[src/rtl/port_change_pkg.sv]
package port_change_pkg;

  typedef enum logic [1:0] {
    FLAG_HOLD  = 2'd0,
    FLAG_SET   = 2'd1,
    FLAG_CLEAR = 2'd2
  } flag_act_e;

  function automatic flag_act_e pick_flag_act(input logic live_mm, input logic clr);
    if (live_mm)  return FLAG_SET;
    else if (clr) return FLAG_CLEAR;
    else          return FLAG_HOLD;
  endfunction

endpackage

[src/rtl/port_change_rst_sync.sv]
module port_change_rst_sync #(
  parameter int STAGES = 2
) (
  input  logic clk,
  input  logic rst_n,
  output logic rst_int_n
);
  logic [STAGES-1:0] chain_q;
  logic [STAGES-1:0] chain_d;

  generate
    if (STAGES == 1) begin : g_one
      assign chain_d = 1'b1;
    end else begin : g_many
      assign chain_d = {chain_q[STAGES-2:0], 1'b1};
    end
  endgenerate

  always_ff @(posedge clk or negedge rst_n) begin
    if (!rst_n) chain_q <= '0;
    else        chain_q <= chain_d;
  end

  assign rst_int_n = chain_q[STAGES-1];
endmodule

[src/rtl/port_change_snapshot.sv]
module port_change_snapshot #(
  parameter int WATCH_W = 4
) (
  input  logic               clk,
  input  logic               rst_int_n,
  input  logic [WATCH_W-1:0] pins_hi,
  input  logic               access,
  output logic [WATCH_W-1:0] snap,
  output logic               snap_valid
);
  logic               load_en;
  logic [WATCH_W-1:0] snap_d;
  logic               valid_d;

  always_comb begin
    load_en = !snap_valid || access;
    snap_d  = pins_hi;
    valid_d = 1'b1;
  end

  always_ff @(posedge clk or negedge rst_int_n) begin
    if (!rst_int_n) begin
      snap       <= '0;
      snap_valid <= 1'b0;
    end else if (load_en) begin
      snap       <= snap_d;
      snap_valid <= valid_d;
    end
  end
endmodule

[src/rtl/port_change_compare.sv]
module port_change_compare #(
  parameter int WATCH_W = 4
) (
  input  logic [WATCH_W-1:0] pins_hi,
  input  logic [WATCH_W-1:0] dir_hi,
  input  logic [WATCH_W-1:0] snap,
  input  logic               snap_valid,
  input  logic               access,
  output logic [WATCH_W-1:0] pin_diff,
  output logic               live_mm
);
  genvar gi;
  generate
    for (gi = 0; gi < WATCH_W; gi++) begin : g_pin
      assign pin_diff[gi] = dir_hi[gi] && (pins_hi[gi] != snap[gi]);
    end
  endgenerate

  assign live_mm = snap_valid && !access && (|pin_diff);
endmodule

[src/rtl/port_change_flag.sv]
module port_change_flag
  import port_change_pkg::*;
(
  input  logic clk,
  input  logic rst_int_n,
  input  logic live_mm,
  input  logic clr,
  output logic flag_q
);
  flag_act_e act;
  logic      flag_en;
  logic      flag_d;

  always_comb begin
    act     = pick_flag_act(live_mm, clr);
    flag_en = (act != FLAG_HOLD);
    flag_d  = (act == FLAG_SET);
  end

  always_ff @(posedge clk or negedge rst_int_n) begin
    if (!rst_int_n)   flag_q <= 1'b0;
    else if (flag_en) flag_q <= flag_d;
  end
endmodule

[src/rtl/port_change_detect.sv]
module port_change_detect #(
  parameter int PORT_W      = 8,
  parameter int WATCH_W     = 4,
  parameter int SYNC_STAGES = 2
) (
  input  logic              clk,
  input  logic              rst_n,
  input  logic [PORT_W-1:0] pin_i,
  input  logic [PORT_W-1:0] dir_in_i,
  input  logic              port_rd_i,
  input  logic              port_wr_i,
  input  logic              flag_clr_i,
  input  logic              int_en_i,
  output logic              chg_flag_o,
  output logic              wake_o
);
  localparam int LO_W = PORT_W - WATCH_W;

  logic               rst_int_n;
  logic [WATCH_W-1:0] pins_hi;
  logic [WATCH_W-1:0] dir_hi;
  logic [WATCH_W-1:0] snap;
  logic [WATCH_W-1:0] pin_diff;
  logic               snap_valid;
  logic               access;
  logic               live_mm;

  assign pins_hi = pin_i[PORT_W-1:LO_W];
  assign dir_hi  = dir_in_i[PORT_W-1:LO_W];
  assign access  = port_rd_i || port_wr_i;

  generate
    if (LO_W > 0) begin : g_lo
      logic unused_lo;
      assign unused_lo = ^{pin_i[LO_W-1:0], dir_in_i[LO_W-1:0], pin_diff};
    end else begin : g_nolo
      logic unused_diff;
      assign unused_diff = ^pin_diff;
    end
  endgenerate

  port_change_rst_sync #(.STAGES(SYNC_STAGES)) u_rst (
    .clk       (clk),
    .rst_n     (rst_n),
    .rst_int_n (rst_int_n)
  );

  port_change_snapshot #(.WATCH_W(WATCH_W)) u_snap (
    .clk        (clk),
    .rst_int_n  (rst_int_n),
    .pins_hi    (pins_hi),
    .access     (access),
    .snap       (snap),
    .snap_valid (snap_valid)
  );

  port_change_compare #(.WATCH_W(WATCH_W)) u_cmp (
    .pins_hi    (pins_hi),
    .dir_hi     (dir_hi),
    .snap       (snap),
    .snap_valid (snap_valid),
    .access     (access),
    .pin_diff   (pin_diff),
    .live_mm    (live_mm)
  );

  port_change_flag u_flag (
    .clk       (clk),
    .rst_int_n (rst_int_n),
    .live_mm   (live_mm),
    .clr       (flag_clr_i),
    .flag_q    (chg_flag_o)
  );

  assign wake_o = chg_flag_o && int_en_i;
endmodule

[config.mk]
export PLATFORM = sky130hd
export DESIGN_NAME = port_change_detect
export DESIGN_NICKNAME = d
export VERILOG_FILES = /design/src/rtl/port_change_pkg.sv /design/src/rtl/port_change_rst_sync.sv /design/src/rtl/port_change_snapshot.sv /design/src/rtl/port_change_compare.sv /design/src/rtl/port_change_flag.sv /design/src/rtl/port_change_detect.sv
export SDC_FILE = /design/constraint.sdc
export NUM_CORES = 1
export LEC_CHECK = 0
export BUFFER_PORTS_ARGS = -buffer_cell sky130_fd_sc_hd__buf_2
export CAP_MARGIN = 15
export CORE_AREA = 2 2 39 41
export CTS_CLUSTER_SIZE = 20
export DETAILED_ROUTE_END_ITERATION = 8
export DIE_AREA = 0 0 41 43
export PLACE_DENSITY = 0.55
export RECOVER_POWER = 50
export SYNTH_ARGS = -nofsm -noshare
export SYNTH_HDL_FRONTEND = slang
export SYNTH_SLANG_ARGS = --single-unit
[constraint.sdc]
create_clock -name clk -period 0.8 [get_ports clk]
set_clock_uncertainty 0.05 [all_clocks]
set_input_delay 0.16 -clock clk [delete_from_list [all_inputs] [get_ports clk]]
set_output_delay 0.16 -clock clk [all_outputs]
set_load 0.05 [all_outputs]
# Word-level counts from Yosys, hierarchy flattened
# Cells that the tools add are included.
# totals
out_inout_bits,2
ff_bits,8
input_bits,22
elab_cells,24
# classes
muxes,2
reduce_logical,13
eq_ne,5
# ops
op,n
logical AND 1 bit,7
two-way mux 2 bit,2
!= test 1 bit,4
OR reduction 4 bit,1
equality test 2 x 1 -> 1 bit (second input constant),1
zero test 1 bit,2
logical OR 1 bit,2
nonzero test 2 bit,1

# Depth between registers and ports, before layout
# Gate-level depths: netlist of run 1.
# logic_depth
depth_word,6
depth_mapped,4
depth_no_buf,4

# Modules after synthesis
# A second synthesis of run 1 with hierarchy kept.
# hier_totals
cells_unflattened,29
hier_area_um2,387.9
# by_module_without_submodules
mod,seq_area_each_um2,area_each_um2,cells_per_inst,instances
port_change_snapshot,125.1,202.7,11,1
port_change_compare,0.0,82.6,10,1
port_change_rst_sync,50.0,53.8,3,1
port_change_flag,25.0,36.3,3,1
port_change_detect,0.0,12.5,2,1

# Worst setup path after synthesis of run 1
# OpenSTA, ideal clock, no wires.
# synth_timing
kind,register to output
startpoint,register u_flag.flag_q
endpoint,output port wake_o
required_time_ns,0.590
stages_incl_launch_ff,2
n_path_buf,0
path_slack_ns,-0.527
arrival_time_ns,1.117
path_cell_list,dfrtp_1 and2_1
# synth_between
elab_chain_cells,1
# synth_rtl
item,line,source
start: declaration,port_change_flag.sv:8,output logic flag_q
start signal: assignment,port_change_flag.sv:22,else if (flag_en) flag_q <= flag_d;
logical AND 1 bit,port_change_detect.sv:75,assign wake_o = chg_flag_o && int_en_i;
end: declaration,port_change_detect.sv:15,output logic wake_o
# No other way between the ends.

# Final worst setup path of run 1
# Ends and elaborated chain as after synthesis.

==> results.json, run 1 <==
{
  "port_buffers": 15,
  "finalHoldWorstSlack_ns": 0.0311,
  "track_usage_pct": 9.14,
  "area_delta_synth_final_pct": 63.6,
  "dp_slack_ns": -0.326,
  "r2r-start": "u_snap.snap_valid$_DFFE_PN0N_",
  "synth_common_cells": "dfrtp_1, mux2_2, xor2_1",
  "grt_antenna_before_repair": 0,
  "max_freq_mhz": 872,
  "synth_edf_count": 0,
  "vias": 275,
  "crit_path_end_kind": "output pin",
  "synthMostInstantiatedCell": "dfrtp_1",
  "clkPwrFrac_pct": 34.1,
  "wl_um": 598,
  "p_int_mw": 0.735,
  "worst_slack_ns": -0.347,
  "numCtsBuffers": 3,
  "crit_required_ns": 0.59,
  "finalHoldViolations": 0,
  "switching_share_pct": 24.3,
  "p_leak_nw": 0.275,
  "grt_pass1_vias": 249,
  "syn_area_per_cell_sq_um": 14.2,
  "initial_core_util_pct": 24.6,
  "pin_count": 24,
  "nets": 74,
  "min_period_over_period_pct": 143,
  "dp.cells": 60,
  "yosysTopAreaCell": "dfrtp_1",
  "ys_seq_area_share_pct": 58.8,
  "maxCapViolCount": 0,
  "comb_power_share_pct": 19.3,
  "ctsHtreeMaxLevel": 1,
  "critPathMaxFanout": 2,
  "maxSlewViolCount": 0,
  "grt-ovfl-total": 0,
  "arrival_ns": 0.94,
  "diodes": 0,
  "cts.sink_count": 8,
  "powerDensity_nw_per_um2": 1740,
  "core_area_sq_um": 1380,
  "grt_pass1_wl_um": 986,
  "final_layout_size_suffix_gt1_share_pct": 56.9,
  "fin_crit_ns": 1.15,
  "cts_tree": "yes",
  "yosys_most_used_dff": "dfrtp_1",
  "violations": "setup timing",
  "hpwl_um": 460,
  "rsz0062_at_grt": "yes",
  "grt_max_degree": 7,
  "die_x_um": 41,
  "critPathLaunchType": "register",
  "synthArstFlopShare_pct": 100,
  "dr.pass1.iters": 2,
  "die-area_sq_um": 1760,
  "setup_viol": 7,
  "synth_top_area_share_pct": 58.8,
  "floorplan.rows": 14,
  "via_per_inst": 4.10,
  "p_switching_mw": 0.236,
  "yosysWarnings": 0,
  "synth-seq-cells": 8,
  "drc_errors": 0,
  "hp-class": "register to asynchronous set/reset pin",
  "status": "finished, violations left",
  "clock_path_buffers": 2,
  "critPathLaunch": "u_flag.flag_q$_DFFE_PN0P_",
  "postSynthCellCount": 24,
  "clkTransAtPathRegs_ns": 0.06,
  "synth_area_leaders": "dfrtp_1, mux2_2, xor2_1",
  "synth_cell_type_count": 9,
  "syn_area_sq_um": 340,
  "die_y_um": 43,
  "final_cells": 67,
  "vdd_drop_max_mv": 0.934,
  "cts-root-buf": "clkbuf_4",
  "clk_latency_ns": 0.24,
  "pwr-share-seq_pct": 46.7,
  "ant_nets": 0,
  "wire_per_inst_um": 8.93,
  "gp_congestion": 0.527,
  "drt_iter0_markers": 6,
  "critPathKind": "register to output pin"
}
worst max-delay path: stages (launching register included):
cell and delay [ns]:
dfrtp_2 0.40, and2_4 0.14, buf_8 0.14
cell usage in the layout, fill, tap and decap left out:
master	count
clkbuf_1	2
buf_8	1
inv_1	1
and2_4	1
o21ai_1	2
clkbuf_4	3
dfrtp_1	7
buf_6	2
mux2_4	3
dfrtp_2	1
nor3b_4	1
conb_1	2
xor2_1	4
mux2_2	1
buf_4	4
a22o_1	2
dlygate4sd3_1	2
buf_2	12
final cells by class:
type,count,area (sq um)
Fill cell,134,827
Multi-Input combinational cell,16,154
Sequential cell,8,201
Tap cell,16,20.0
Timing Repair Buffer,22,151
Clock buffer,4,26.3
Inverter,1,3.75
through the flow:
step           instance area [sq um]  utilization (%)  total power [mW]  TNS [ns]
5_1_grt                          557             40.2              1.05     -2.46
4_1_cts                          533             38.5             0.974     -2.35
3_5_place_dp                     472             34.1             0.613     -1.88
3_3_place_gp                     472             34.1             0.612     -1.87
6_report                         557             40.2             0.971     -2.15
2_1_floorplan                    347                -             0.538     -1.59
cells by family (layout without fill, tap and decap cells):
group | count (synthesis) | in the layout | share of synthesized area (%)
xor+xnor | 4 | 4 | 10.3
other cells | 1 | 2 | 1.10
compound gates | 4 | 4 | 8.09
flops | 8 | 8 | 58.8
mux | 4 | 4 | 13.2
simple gates | 2 | 2 | 7.35
buf+inv | 1 | 27 | 1.10
routing by layer:
layer / up-vias / global-route usage, % / wire (um)
li1: 133 / - / -
met1: 131 / 8.67 / 223
met2: 11 / 12.5 / 321
met3: 0 / 9.42 / 54
met4: 0 / 4.00 / 0
met5: - / 0 / 0
registers in the layout (all words and copies together) (netlist names):
name,flops
u_flag.flag_q,1
u_snap.snap,4
u_rst.chain_q,2
u_snap.snap_valid,1
worst paths after layout:
| check | to | slack, ns | depth (start not counted) |
|---|---|---|---|
| setup / recovery | wake_o | -0.35 | 2 |
| hold / removal | u_snap.snap[0]$_DFFE_PN0N_ | 0.03 | 0 |
| setup reg to reg | u_snap.snap[2]$_DFFE_PN0N_ | -0.32 | 3 |
| hold reg to reg | u_snap.snap[0]$_DFFE_PN0N_ | 0.03 | 0 |
| max in group asynchronous | u_rst.chain_q[0]$_DFF_PN0_ | 0.40 | 2 |
| min in group clk | u_snap.snap[3]$_DFFE_PN0N_ | 0.11 | 2 |
power groups by stage:
stage               logic [mW]  clock network, mW  registers (mW)
finish                   0.187              0.331           0.453
global route             0.203              0.393           0.457
CTS                      0.179              0.342           0.453
detailed placement       0.154                  0           0.459
global placement         0.153                  0           0.459
floorplan               0.0668                  0           0.472
repair_timing:
action | CTS | global route
setup endpoints to repair | 7 | 7
gates cloned | 0 | 0
pin swaps | 2 | 0
resized for setup | 8 | 2
endpoints found under the hold margin | 2 | 1
hold buffers | 1 | 1
setup buffers | 0 | 1
(Power assumes the default switching activity.)
==> run 2, diff against run 1 <==
--- a/config.mk
+++ b/config.mk
@@ -13,6 +13,7 @@
 export DIE_AREA = 0 0 41 43
 export PLACE_DENSITY = 0.55
 export RECOVER_POWER = 50
+export REMOVE_ABC_BUFFERS = 1
 export SYNTH_ARGS = -nofsm -noshare
 export SYNTH_HDL_FRONTEND = slang
 export SYNTH_SLANG_ARGS = --single-unit
==> results.json, run 2 (same netlist as run 1, synthesis figures left out) <==
{
  "die_y_um": 43,
  "die_x_um": 41,
  "vias": 274,
  "cts.sink_count": 8,
  "final_layout_size_suffix_gt1_share_pct": 58.0,
  "largest-register": "u_snap.snap",
  "largest_registers": "u_snap.snap (4), u_rst.chain_q (2)",
  "p_leak_nw": 0.279,
  "rsz0062_at_grt": "yes",
  "worst_slack_ns": -0.339,
  "grt_max_degree": 7,
  "initial_core_util_pct": 24.6,
  "stdcell_area_sq_um": 547,
  "ctsHtreeMaxLevel": 1,
  "maxCapViolCount": 0,
  "finalHoldWorstSlack_ns": 0.0249,
  "max_freq_mhz": 878,
  "final_util_pct": 39.5,
  "critPathMaxFanout": 3,
  "fin_crit_ns": 1.14,
  "mostFrequentLayoutCell": "buf_2",
  "layout_common_cells": "buf_2, dfrtp_1, buf_4",
  "grt_pass1_wl_um": 1030,
  "finalHoldViolations": 0,
  "grt_pass1_vias": 263,
  "via_per_inst": 4.15,
  "numCtsBuffers": 3,
  "setup_viol": 7,
  "min_period_over_period_pct": 142,
  "critPathLaunchType": "register",
  "gp_congestion": 0.565,
  "pin_count": 24,
  "critPathKind": "register to output pin",
  "hp-class": "primary input to register",
  "cts_tree": "yes",
  "floorplan.rows": 14,
  "vdd_drop_max_mv": 0.859,
  "arrival_ns": 0.93,
  "dp_slack_ns": -0.353,
  "final_cells": 66,
  "port_buffers": 15,
  "wire_per_inst_um": 10.1,
  "nets": 74,
  "crit_path_end_kind": "output pin",
  "ant_nets": 0,
  "grt-ovfl-total": 0,
  "die-area_sq_um": 1760,
  "drc_errors": 0,
  "clkTransAtPathRegs_ns": 0.06,
  "diodes": 0,
  "status": "finished, violations left",
  "wl_um": 664,
  "largest_register_ffs": 4,
  "n_fill_cell": 142,
  "placed_cell_area_sq_um": 462,
  "clk_latency_ns": 0.25,
  "crit_path_max_incr_delay_ns": 0.39,
  "grt_antenna_before_repair": 0,
  "clock_path_buffers": 2,
  "core_area_sq_um": 1380,
  "dp.cells": 59,
  "violations": "setup timing",
  "cts-root-buf": "clkbuf_4",
  "powerDensity_nw_per_um2": 1710,
  "area_delta_synth_final_pct": 60.7,
  "maxSlewViolCount": 0,
  "track_usage_pct": 9.96,
  "drt_iter0_markers": 0,
  "crit_path_top_delay_cell": "dfrtp_1",
  "crit_required_ns": 0.59,
  "dr.pass1.iters": 1,
  "critical_path.cell_chain": "and2_4 -> buf_8"
}
==> run 2: changes by cell type in the layout (fill, tap and decap cells not counted), sizes merged <==
cell / before / now
buf: 19 / 20
clkbuf: 5 / 4
dlygate4sd3: 2 / 1
==> run 2: worst paths after layout <==
path | from | endpoint | slack (ns) | cells past startpoint
setup / recovery | u_flag.flag_q$_DFFE_PN0P_ | wake_o | -0.34 | 2
hold / removal | flag_clr_i | u_flag.flag_q$_DFFE_PN0P_ | 0.02 | 2
setup reg to reg | u_snap.snap_valid$_DFFE_PN0N_ | u_snap.snap[3]$_DFFE_PN0N_ | -0.33 | 3
hold reg to reg | u_rst.chain_q[1]$_DFF_PN0_ | u_snap.snap[1]$_DFFE_PN0N_ | 0.04 | 0
max in group asynchronous | rst_n | u_rst.chain_q[1]$_DFF_PN0_ | 0.40 | 2
min in group asynchronous | u_rst.chain_q[1]$_DFF_PN0_ | u_snap.snap[1]$_DFFE_PN0N_ | 0.04 | 0
==> run 2: final cells by class <==
cell class | count | area, sq um | area share (%)
Inverter | 1 | 3.75 | 0.686
Timing Repair Buffer | 22 | 143 | 26.1
Tap cell | 16 | 20.0 | 3.66
Multi-Input combinational cell | 16 | 158 | 28.8
Sequential cell | 8 | 200 | 36.6
Clock buffer | 3 | 22.5 | 4.12
==> run 2: stage by stage <==
stage / setup TNS (ns) / power (mW)
floorplan: -1.89 / 0.537
CTS: -2.21 / 0.952
finish: -2.23 / 0.937
global route: -2.56 / 1.00
detailed placement: -1.85 / 0.605
global placement: -1.82 / 0.603
==> run 2: power by group <==
| group | switching [mW] | internal (mW) |
|---|---|---|
| clock | 0.132 | 0.171 |
| combinational | 0.0761 | 0.105 |
| sequential | 0.0202 | 0.432 |
| total | 0.228 | 0.709 |
==> run 2: what timing repair did <==
action	in CTS	in global routing
buffers inserted	2	1
endpoints found under the setup margin	7	7
hold buffers	1	0
resized for setup	9	0
endpoints found under the hold margin	2	0
pin swaps	3	0
==> run 2: critical path, delay by kind of cell, from the launching register on <==
| kind | cells | cell delay (ns) |
|---|---|---|
| DFF | 1 | 0.39 |
| buffers and inverters | 1 | 0.14 |
| and+or+nand+nor | 1 | 0.15 |
==> run 2: layer usage <==
layer,share of wire (%),track usage (%),up-vias
met5,0,0,-
met4,0,2.00,0
met3,9.6,9.42,0
met2,56,16.6,11
met1,34,8.03,130
li1,-,-,133
==> run 3, diff against run 2 <==
--- a/config.mk
+++ b/config.mk
@@ -14,6 +14,7 @@
 export PLACE_DENSITY = 0.55
 export RECOVER_POWER = 50
 export REMOVE_ABC_BUFFERS = 1
+export SKIP_CTS_REPAIR_TIMING = 1
 export SYNTH_ARGS = -nofsm -noshare
 export SYNTH_HDL_FRONTEND = slang
 export SYNTH_SLANG_ARGS = --single-unit
==> results.json, run 3 (same netlist as run 1, synthesis figures left out) <==
{
  "grt_pass1_vias": 231,
  "rsz0062_at_grt": "yes",
  "clock_path_buffers": 2,
  "cts-root-buf": "clkbuf_4",
  "numCtsBuffers": 3,
  "grt-ovfl-total": 0,
  "pin_count": 24,
  "nets": 73,
  "critPathLaunchType": "register",
  "maxSlewViolCount": 0,
  "die_y_um": 43,
  "area_delta_synth_final_pct": 58.5,
  "clk_latency_ns": 0.25,
  "drt_iter0_markers": 0,
  "crit_path_top_delay_cell": "dfrtp_1",
  "setup_viol": 7,
  "critPathMaxFanout": 3,
  "final_util_pct": 39.0,
  "dr.pass1.iters": 1,
  "largest_registers": "u_snap.snap (4), u_rst.chain_q (2)",
  "layout_common_cells": "buf_2, dfrtp_1, mux2_4, xor2_1, buf_4",
  "dp.cells": 59,
  "arrival_ns": 0.93,
  "powerDensity_nw_per_um2": 1730,
  "wire_per_inst_um": 10.2,
  "critPathKind": "register to output pin",
  "via_per_inst": 4.14,
  "final.setup.tns_ns": -2.16,
  "maxCapViolCount": 0,
  "worst_slack_ns": -0.339,
  "track_usage_pct": 8.43,
  "largest-register": "u_snap.snap",
  "die_x_um": 41,
  "crit_path_end_kind": "output pin",
  "die-area_sq_um": 1760,
  "finalHoldViolations": 0,
  "status": "finished, violations left",
  "grt_antenna_before_repair": 0,
  "placed_cell_area_sq_um": 462,
  "cp_top_family": "flip-flops",
  "mostFrequentLayoutCell": "buf_2",
  "final_cells": 65,
  "diodes": 0,
  "max_freq_mhz": 878,
  "grt_pass1_wl_um": 869,
  "p_leak_nw": 0.274,
  "stdcell_area_sq_um": 539,
  "gp_congestion": 0.565,
  "ant_nets": 0,
  "fin_crit_ns": 1.14,
  "port_buffers": 15,
  "crit_path_max_incr_delay_ns": 0.39,
  "drc_errors": 0,
  "hp-class": "primary input to register",
  "cts.sink_count": 8,
  "vias": 269,
  "wl_um": 664,
  "cts_tree": "yes",
  "min_period_over_period_pct": 142,
  "crit_buf_inv": 1,
  "ctsHtreeMaxLevel": 1,
  "core_area_sq_um": 1380,
  "critical_path.cell_chain": "and2_4 -> buf_8",
  "largest_register_ffs": 4,
  "p_total_mw": 0.932,
  "grt_max_degree": 7,
  "dp_slack_ns": -0.353,
  "finalHoldWorstSlack_ns": 0.0251,
  "violations": "setup timing",
  "clkTransAtPathRegs_ns": 0.06,
  "final_layout_size_suffix_gt1_share_pct": 57.1,
  "vdd_drop_max_mv": 0.834,
  "crit_required_ns": 0.59,
  "floorplan.rows": 14,
  "initial_core_util_pct": 24.6
}
==> run 3: cell count changes in the layout (fill, tap and decap cells not counted), sizes merged <==
| cell | change |
|---|---|
| buf | -1 |
==> run 3: worst paths after layout <==
path                       depth (start not counted)                    endpoint                           from  slack [ns]
max                                                2                      wake_o      u_flag.flag_q$_DFFE_PN0P_       -0.34
min                                                2   u_flag.flag_q$_DFFE_PN0P_                     flag_clr_i        0.03
max reg2reg                                        3  u_snap.snap[3]$_DFFE_PN0N_  u_snap.snap_valid$_DFFE_PN0N_       -0.31
min reg2reg                                        0  u_snap.snap[1]$_DFFE_PN0N_     u_rst.chain_q[1]$_DFF_PN0_        0.04
max in group asynchronous                          2  u_rst.chain_q[1]$_DFF_PN0_                          rst_n        0.40
min in group asynchronous                          0  u_snap.snap[1]$_DFFE_PN0N_     u_rst.chain_q[1]$_DFF_PN0_        0.04
==> run 3: cell type report <==
cell class	count	area (sq um)
fillers	143	845
repair buffers	21	135
well taps	16	20.0
multi-input cells	16	158
inverters	1	3.75
clock buffers	3	22.5
flip-flops and latches	8	200
==> run 3: layer usage <==
layer | vias up | routed length, um | global-route usage [%]
met5 | - | 0 | 0
met4 | 0 | 0 | 2.00
met3 | 0 | 64 | 9.42
met2 | 11 | 372 | 12.2
met1 | 128 | 227 | 7.69
li1 | 130 | - | -
==> run 3: where the power goes <==
part	internal, mW	switching (mW)
combinational	0.101	0.0746
clock	0.171	0.132
sequential	0.432	0.0207
total	0.705	0.227
